`config.mk`:
```
export PLATFORM = sky130hd
export DESIGN_NAME = ctl_reg_bank
export DESIGN_NICKNAME = d
export VERILOG_FILES = /design/src/rtl/ctl_reg_pkg.sv /design/src/rtl/ctl_reg_rst_sync.sv /design/src/rtl/ctl_reg_decode.sv /design/src/rtl/ctl_reg_store.sv /design/src/rtl/ctl_reg_bank.sv
export SDC_FILE = /design/constraint.sdc
export NUM_CORES = 2
export LEC_CHECK = 0
export BUFFER_PORTS_ARGS = -buffer_cell sky130_fd_sc_hd__buf_2
export CORE_MARGIN = 2
export CORE_UTILIZATION = 33
export CTS_BUF_LIST = sky130_fd_sc_hd__clkbuf_16
export DETAILED_ROUTE_END_ITERATION = 10
export HOLD_SLACK_MARGIN = 0.15
export SLEW_MARGIN = 20
export SYNTH_ARGS = -nofsm -noshare
export SYNTH_HDL_FRONTEND = slang
export SYNTH_SLANG_ARGS = --single-unit
```
`constraint.sdc`:
```
create_clock -name clk_i -period 58 [get_ports clk_i]
set_input_delay 8.7 -clock clk_i [delete_from_list [all_inputs] [get_ports clk_i]]
set_output_delay 8.7 -clock clk_i [all_outputs]
set_load 0.005 [all_outputs]
```
`src/rtl/ctl_reg_pkg.sv`:
```
package ctl_reg_pkg;

  localparam int XLEN        = 64;
  localparam int IDX_W       = 6;
  localparam int CNT_W       = 32;
  localparam int NUM_SCRATCH = 8;
  localparam int NUM_STORED  = 22;
  localparam int RO_BASE     = 24;
  localparam int NUM_RO      = 4;
  localparam int WO_BASE     = 28;
  localparam int NUM_WO      = 4;
  localparam int CMD_BASE    = 32;
  localparam int NUM_CMD     = 4;

  localparam logic [IDX_W-1:0] IX_EXC_ADDR = 6'd8;
  localparam logic [IDX_W-1:0] IX_TRAP_REQ = 6'd9;
  localparam logic [IDX_W-1:0] IX_TRAP_EN  = 6'd10;
  localparam logic [IDX_W-1:0] IX_INT_LVL  = 6'd11;
  localparam logic [IDX_W-1:0] IX_IMODE    = 6'd12;
  localparam logic [IDX_W-1:0] IX_DMODE    = 6'd13;
  localparam logic [IDX_W-1:0] IX_SWINT    = 6'd14;
  localparam logic [IDX_W-1:0] IX_CMODE0   = 6'd15;
  localparam logic [IDX_W-1:0] IX_CMODE1   = 6'd16;
  localparam logic [IDX_W-1:0] IX_IASN     = 6'd17;
  localparam logic [IDX_W-1:0] IX_EXC_SUM  = 6'd18;
  localparam logic [IDX_W-1:0] IX_EXC_MSK  = 6'd19;
  localparam logic [IDX_W-1:0] IX_CYCLE    = 6'd20;
  localparam logic [IDX_W-1:0] IX_PERF     = 6'd21;

  typedef enum logic [1:0] {WK_STORE, WK_ACCEPT, WK_CMD, WK_FAULT} wkind_e;
  typedef enum logic [1:0] {RK_STORED, RK_CYCLE, RK_LIVE, RK_FAULT} rkind_e;

  typedef struct packed {
    wkind_e            wk;
    rkind_e            rk;
    logic [XLEN-1:0]   wmask;
  } idx_attr_t;

  function automatic idx_attr_t attr_of(input logic [IDX_W-1:0] idx);
    idx_attr_t a;
    int unsigned n;
    n       = int'(idx);
    a.wk    = WK_FAULT;
    a.rk    = RK_FAULT;
    a.wmask = '0;
    if (n < NUM_SCRATCH || idx == IX_PERF || idx == IX_CYCLE) begin
      a.wk    = WK_STORE;
      a.rk    = (idx == IX_CYCLE) ? RK_CYCLE : RK_STORED;
      a.wmask = '1;
    end else if (n < NUM_STORED) begin
      a.wk = WK_STORE;
      a.rk = RK_STORED;
      case (idx)
        IX_EXC_ADDR:             a.wmask = ~64'h2;
        IX_TRAP_REQ, IX_TRAP_EN: a.wmask = 64'hF;
        IX_INT_LVL:              a.wmask = 64'h1F;
        IX_IMODE, IX_DMODE:      a.wmask = 64'h18;
        IX_SWINT:                a.wmask = 64'h7FFF0;
        IX_CMODE0, IX_CMODE1:    a.wmask = 64'h3F;
        IX_IASN:                 a.wmask = 64'h7F0;
        default:                 a.wmask = '0;
      endcase
    end else if (n >= RO_BASE && n < RO_BASE + NUM_RO) begin
      a.rk = RK_LIVE;
    end else if (n >= WO_BASE && n < WO_BASE + NUM_WO) begin
      a.wk = WK_ACCEPT;
    end else if (n >= CMD_BASE && n < CMD_BASE + NUM_CMD) begin
      a.wk = WK_CMD;
    end
    return a;
  endfunction

endpackage

```
`src/rtl/ctl_reg_rst_sync.sv`:
```
module ctl_reg_rst_sync #(
  parameter int STAGES = 2
) (
  input  logic clk_i,
  input  logic rst_ni,
  output logic rst_no
);
  logic [STAGES-1:0] sync_q;
  logic [STAGES-1:0] sync_d;

  always_comb sync_d = {sync_q[STAGES-2:0], 1'b1};

  always_ff @(posedge clk_i or negedge rst_ni) begin
    if (!rst_ni) sync_q <= '0;
    else         sync_q <= sync_d;
  end

  assign rst_no = sync_q[STAGES-1];
endmodule

```
`src/rtl/ctl_reg_decode.sv`:
```
module ctl_reg_decode
  import ctl_reg_pkg::*;
(
  input  logic [IDX_W-1:0] rd_idx_i,
  input  logic [IDX_W-1:0] wr_idx_i,
  output rkind_e           rd_kind_o,
  output wkind_e           wr_kind_o,
  output logic [XLEN-1:0]  wr_mask_o
);
  idx_attr_t rd_attr;
  idx_attr_t wr_attr;

  always_comb begin
    rd_attr   = attr_of(rd_idx_i);
    wr_attr   = attr_of(wr_idx_i);
    rd_kind_o = rd_attr.rk;
    wr_kind_o = wr_attr.wk;
    wr_mask_o = wr_attr.wmask;
  end
endmodule

```
`src/rtl/ctl_reg_store.sv`:
```
module ctl_reg_store
  import ctl_reg_pkg::*;
(
  input  logic                              clk_i,
  input  logic                              rst_ni,
  input  logic                              wr_en_i,
  input  logic [IDX_W-1:0]                  wr_idx_i,
  input  logic [XLEN-1:0]                   wr_data_i,
  input  wkind_e                            wr_kind_i,
  input  logic [XLEN-1:0]                   wr_mask_i,
  input  logic [XLEN-1:0]                   sum_evt_i,
  input  logic [XLEN-1:0]                   msk_evt_i,
  output logic [NUM_STORED-1:0][XLEN-1:0]   regs_o
);

  for (genvar i = 0; i < NUM_STORED; i++) begin : g_reg
    logic            hit;
    logic            en;
    logic [XLEN-1:0] evt;
    logic [XLEN-1:0] d;
    logic [XLEN-1:0] q_r;

    if (i == int'(IX_EXC_SUM)) begin : g_sum
      assign evt = sum_evt_i;
    end else if (i == int'(IX_EXC_MSK)) begin : g_msk
      assign evt = msk_evt_i;
    end else begin : g_none
      assign evt = '0;
    end

    always_comb begin
      hit = wr_en_i && (wr_idx_i == IDX_W'(i)) && (wr_kind_i == WK_STORE);
      en  = hit || (|evt);
      d   = (hit ? (wr_data_i & wr_mask_i) : q_r) | evt;
    end

    always_ff @(posedge clk_i or negedge rst_ni) begin
      if (!rst_ni)  q_r <= '0;
      else if (en)  q_r <= d;
    end

    assign regs_o[i] = q_r;
  end

  // a faulting write with no event in flight leaves every register as it was
  p_fault_keeps_state_r8: assert property (@(posedge clk_i) disable iff (!rst_ni)
    (wr_en_i && wr_kind_i == WK_FAULT && sum_evt_i == '0 && msk_evt_i == '0)
      |=> $stable(regs_o));

  // after a write to the summary register only same-cycle events remain
  p_exc_clear_r6: assert property (@(posedge clk_i) disable iff (!rst_ni)
    (wr_en_i && wr_idx_i == IX_EXC_SUM)
      |=> (regs_o[IX_EXC_SUM] == $past(sum_evt_i)));

endmodule

```
`src/rtl/ctl_reg_bank.sv`:
```
module ctl_reg_bank
  import ctl_reg_pkg::*;
(
  input  logic                      clk_i,
  input  logic                      rst_ni,
  input  logic                      rd_en_i,
  input  logic [IDX_W-1:0]          rd_idx_i,
  output logic [XLEN-1:0]           rd_data_o,
  output logic                      rd_fault_o,
  input  logic                      wr_en_i,
  input  logic [IDX_W-1:0]          wr_idx_i,
  input  logic [XLEN-1:0]           wr_data_i,
  output logic                      wr_fault_o,
  input  logic [CNT_W-1:0]          cycle_cnt_i,
  input  logic [NUM_RO*XLEN-1:0]    ro_data_i,
  input  logic [XLEN-1:0]           exc_sum_evt_i,
  input  logic [XLEN-1:0]           exc_msk_evt_i,
  output logic [NUM_CMD-1:0]        inv_strobe_o
);

  logic                            rst_n;
  rkind_e                          rd_kind;
  wkind_e                          wr_kind;
  logic [XLEN-1:0]                 wr_mask;
  logic [NUM_STORED-1:0][XLEN-1:0] regs;

  logic [XLEN-1:0]    stored_sel, live_sel, rd_val;
  logic [XLEN-1:0]    rd_data_d, rd_data_q;
  logic               rd_fault_d, rd_fault_q;
  logic               wr_fault_d, wr_fault_q;
  logic [NUM_CMD-1:0] strobe_d, strobe_q;

  ctl_reg_rst_sync #(.STAGES(2)) u_rst (
    .clk_i  (clk_i),
    .rst_ni (rst_ni),
    .rst_no (rst_n)
  );

  ctl_reg_decode u_dec (
    .rd_idx_i  (rd_idx_i),
    .wr_idx_i  (wr_idx_i),
    .rd_kind_o (rd_kind),
    .wr_kind_o (wr_kind),
    .wr_mask_o (wr_mask)
  );

  ctl_reg_store u_store (
    .clk_i     (clk_i),
    .rst_ni    (rst_n),
    .wr_en_i   (wr_en_i),
    .wr_idx_i  (wr_idx_i),
    .wr_data_i (wr_data_i),
    .wr_kind_i (wr_kind),
    .wr_mask_i (wr_mask),
    .sum_evt_i (exc_sum_evt_i),
    .msk_evt_i (exc_msk_evt_i),
    .regs_o    (regs)
  );

  // read selection
  always_comb begin
    stored_sel = '0;
    for (int i = 0; i < NUM_STORED; i++)
      if (rd_idx_i == IDX_W'(i)) stored_sel = regs[i];
    live_sel = '0;
    for (int k = 0; k < NUM_RO; k++)
      if (rd_idx_i == IDX_W'(RO_BASE + k)) live_sel = ro_data_i[k*XLEN +: XLEN];
    case (rd_kind)
      RK_STORED: rd_val = stored_sel;
      RK_CYCLE:  rd_val = {regs[IX_CYCLE][XLEN-1:CNT_W], cycle_cnt_i};
      RK_LIVE:   rd_val = live_sel;
      default:   rd_val = '0;
    endcase
  end

  // next state of the output pulses
  always_comb begin
    rd_data_d  = rd_en_i ? rd_val : '0;
    rd_fault_d = rd_en_i && (rd_kind == RK_FAULT);
    wr_fault_d = wr_en_i && (wr_kind == WK_FAULT);
    for (int k = 0; k < NUM_CMD; k++)
      strobe_d[k] = wr_en_i && (wr_kind == WK_CMD) && (wr_idx_i == IDX_W'(CMD_BASE + k));
  end

  always_ff @(posedge clk_i or negedge rst_n) begin
    if (!rst_n) begin
      rd_data_q  <= '0;
      rd_fault_q <= 1'b0;
      wr_fault_q <= 1'b0;
      strobe_q   <= '0;
    end else begin
      rd_data_q  <= rd_data_d;
      rd_fault_q <= rd_fault_d;
      wr_fault_q <= wr_fault_d;
      strobe_q   <= strobe_d;
    end
  end

  assign rd_data_o    = rd_data_q;
  assign rd_fault_o   = rd_fault_q;
  assign wr_fault_o   = wr_fault_q;
  assign inv_strobe_o = strobe_q;

  // a faulting read never carries data
  p_fault_zero_data_r9: assert property (@(posedge clk_i) disable iff (!rst_n)
    rd_fault_o |-> (rd_data_o == '0));

  // at most one command strobe at a time
  p_strobe_onehot_r10: assert property (@(posedge clk_i) disable iff (!rst_n)
    $onehot0(inv_strobe_o));

  // the first invalidate index pulses strobe bit 0 next cycle
  p_strobe_cmd0_r10: assert property (@(posedge clk_i) disable iff (!rst_n)
    (wr_en_i && wr_idx_i == IDX_W'(CMD_BASE)) |=> inv_strobe_o[0] && !wr_fault_o);

  // indices above the command group fault on read
  p_undef_read_r11: assert property (@(posedge clk_i) disable iff (!rst_n)
    (rd_en_i && int'(rd_idx_i) >= CMD_BASE + NUM_CMD) |=> rd_fault_o);

  // low half of the cycle read follows the counter of the request cycle
  p_cycle_low_r7: assert property (@(posedge clk_i) disable iff (!rst_n)
    (rd_en_i && rd_idx_i == IX_CYCLE) |=> (rd_data_o[CNT_W-1:0] == $past(cycle_cnt_i)));

  // no read request, no read fault and no data
  p_idle_quiet_r12: assert property (@(posedge clk_i) disable iff (!rst_n)
    !rd_en_i |=> (!rd_fault_o && rd_data_o == '0));

endmodule

```
==> metrics.md <==
| Metric | Value |
|---|---|
| Worst Clk Skew | between 0.02 and 0.03 ns |
| FILL cells | 19.2k |
| # clock sinks | between 1k and 1.5k |
| Longest Clk Path Bufs | 3 |
| CTS H-tree lvls | 4 |
| Num CTS Buffers | roughly 150 |
| Setup TNS | 0 ns |
| Root Driver | clkbuf_16 |
| Area of the die | about 200000 µm² |
| Total power | 0.00214 W |
| Routed Antenna Nets | 0 |
| Setup repair bufs after CTS | 0 |
| Pins Over Slew Limit | 0 |
| Setup violators final | 0 |
| Max-Cap Viols | 0 |
| Site Rows | roughly 160 |
| Pre-CTS WS | 45.19 ns |
| Detailed-route DRC error count | 0 |
| Yosys reg bits | ~1.4k |
| Register area | roughly 36000 µm² |
| Final setup margin | roughly 46 ns |
| Top post-synthesis cells by area | dfrtp_1, o21ai_0, nand2_1 |
| Initial antenna violation count | 33 |
| Routed Wire Length | roughly 270000 µm |
| Final net count | ~7.1k |
| I/O pin total | 566 |
| Placed cells | between 9k and 10k |
| Wirelength per Cell | about 29 µm |
| Setup crit end kind | flop |
| YS warnings | 0 |
| DP Wirelength | ~170000 µm |
| Clock power share | 0.435 |
| Count leader, synth | dfrtp_1 |
| CORE AREA | between 150000 and 200000 µm² |
| Gate power share | 0.076 |
| Pleak | around 33 nW |
| Top cells by count, synth | dfrtp_1, nand2_1, o21ai_0 |
| Sequential Power Share | 0.489 |
| Most used cell, CP | buf_4 |
| Fmax | 82.0 MHz |
| Crit path max fanout | 44 |
| Fin. Hold Viols | 0 |
| CP max-delay cell | buf_4 |
| IO buf count | roughly 570 |
| Largest net degree at the start of global routing | roughly 200 |
| Worst Hold Class | flop to asynchronous set/reset pin |
| Post-CTS Resized | 0 |
| Yosys cell types | 80 |
| Mapped Cells | roughly 6.4k |
| RSZ-0062 raised after global routing | no |
| GPL Wtd Cong | around 0.9 |
| Clk_lat worst skew | roughly 0.8 ns |
| Post-synth top area share | 0.562 |
| Net load switching power | around 0.00054 W |
| Grt total ovfl | 0 |
| Vias/cell | 5.81 |
| Synth Net Count | about 7k |
| Area leader, netlist | dfrtp_1 |
| Vias | approximately 54k |
| CTS clk-pin slew, worst paths | 0.06 ns |
| Crit-path cells | buf_8 > buf_4 > buf_4 > nand2b_1 > buf_4 > nor2_1 > buf_4 > a221oi_1 > nand3_1 > nor3_1 > o41ai_2 |
| VDD IR max | approximately 0.031 mV |
| Period utilization | 0.210 |
| Slew @ Worst Pin | between 1 and 1.5 ns |
| Layout cells sized above 1 | 0.164 |
| Cell Int Power | 0.00160 W |
| Pre-antenna DRT Iters | 8 |
| Ys async rst share | 1.00 |
| Setup crit start kind | input port |
| Max stage delay on crit path | about 0.64 ns |
| Fin cells | 9299 |
| Rel. slew slack | 0.220 |
| Syn avg cell area | ~10 µm² |
| Gr usage total | 0.262 |
| Arrival time worst endpoint | around 13 ns |
| First-pass GRT wire length | 379000 µm |
| Final worst path period need | around 12 ns |
| Die extent in y | 446 µm |
| Net Sw Frac | 0.253 |
| CTS tree | yes |
| Ys flop type | dfrtp_1 |
| Vias in the first global route | between 50k and 60k |
| Worst path required time | between 50 and 60 ns |
| Post-synth EDFFs | 0 |
| Netlist Area Pre-Place | 64400 µm² |
| Power per cell area | between 20 and 30 nW/µm² |
| DRT iter0 DRCs | ~7.5k |
| Outcome | completed |
| Sequential share of the synthesized area | 0.562 |
| Chip width | about 450 µm |
| Hold_buf cts | 0 |
| Multi-input logic area | 25800 µm² |
| Synth-to-Final Area Change | 14.8% |
| CP Class | input port to flop |
| Initial core utilization | 0.331 |
power groups by stage:
stage / Sequential (W) / Clock (W) / Combinational, W
final: 0.00105 / 0.000932 / 0.000162
after detailed placement: 0.00106 / 0 / 0.000159
after CTS: 0.00105 / 0.000939 / 0.000159
after floorplan: 0.00108 / 0 / 0.0000716
after global routing: 0.00105 / 0.000981 / 0.000174
after global placement: 0.00106 / 0 / 0.000156
critical path: cells and delay by family:
family                 cells  cell delay (ns)
AOI/OAI and AO/OA          2             0.49
buffers and inverters      5             2.21
and+or+nand+nor            4             1.28
worst paths after layout:
check	startpoint	endpoint	depth (start not counted)	slack (ns)
max in group asynchronous	rst_ni	u_rst.sync_q[1]$_DFF_PN0_	1	50.19
max	rd_idx_i[1]	rd_data_o[20]$_DFF_PN0_	11	45.81
min in group clk_i	u_rst.sync_q[0]$_DFF_PN0_	u_rst.sync_q[1]$_DFF_PN0_	0	0.35
min	u_rst.sync_q[1]$_DFF_PN0_	u_store.g_reg[7].q_r[13]$_DFFE_PN0P_	0	0.34
max reg2reg	u_rst.sync_q[1]$_DFF_PN0_	u_store.g_reg[19].q_r[57]$_DFFE_PN0P_	5	53.40
min reg2reg	u_rst.sync_q[1]$_DFF_PN0_	u_store.g_reg[7].q_r[13]$_DFFE_PN0P_	0	0.34
cell type report:
class                      instances  share of cell area
multi-input combinational       4314               0.349
antenna                           12            0.000406
inverter                          20             0.00105
clock inverter                   108             0.00932
sequential                      1448               0.490
timing repair buffer             700              0.0544
tap                             2542              0.0430
clock buffer                     155              0.0525
per-layer routing:
| metal | global-route usage | part of all wire |
|---|---|---|
| met3 | 0.0658 | 0.11 |
| met5 | 0 | 0.00046 |
| met2 | 0.387 | 0.43 |
| met4 | 0.129 | 0.055 |
| met1 | 0.358 | 0.41 |
metrics by stage:
step / utilization / hold slack, ns / area (µm²)
detailed placement: 0.356 / 0.336 / 69200
global placement: 0.356 / 0.333 / 69200
floorplan: - / 0.331 / 64400
global route: 0.380 / 0.369 / 73900
CTS: 0.380 / 0.356 / 73800
finish: 0.380 / 0.338 / 73900
cell families after synthesis:
logic type | count (synthesis) | share of synthesized area
compound gates | 2124 | 0.199
simple gates | 1911 | 0.132
flops | 1448 | 0.562
buf+inv | 623 | 0.0407
mux | 273 | 0.0655
fa+ha+maj | 5 | 0.000971
other cells | 1 | 0.0000582
flip-flops by register name, summed over array words and instances, names as in the netlist:
register / cells
rd_data_o: 64
u_store.g.q_r: 1376
wr_fault_o: 1
u_rst.sync_q: 2
rd_fault_o: 1
inv_strobe_o: 4
placed cells by master (no fill, tap or decap), types with 12 or more instances in the layout:
master and count:
a21o_1 116, clkinv_2 26, a21oi_1 227, a22oi_1 86
o21ai_0 1154, a22o_1 21, and2_1 290, buf_4 123
nand3_1 36, a211o_1 34, o2bb2ai_1 25, clkbuf_16 155
a221o_1 18, a221oi_1 67, mux2i_1 137, clkinv_1 36
o22ai_1 81, o221ai_1 55, a211oi_1 31, a31oi_1 26
dfrtp_1 1447, buf_2 563, nor2b_1 26, o211ai_1 43
nand2_1 1161, diode_2 12, and3_1 35, mux4_2 117
nand4_1 23, inv_1 47, nor3_1 48, nor2_1 209
mux2_2 19, a222oi_1 16
No activity file was read; power rests on OpenSTA's default activity.
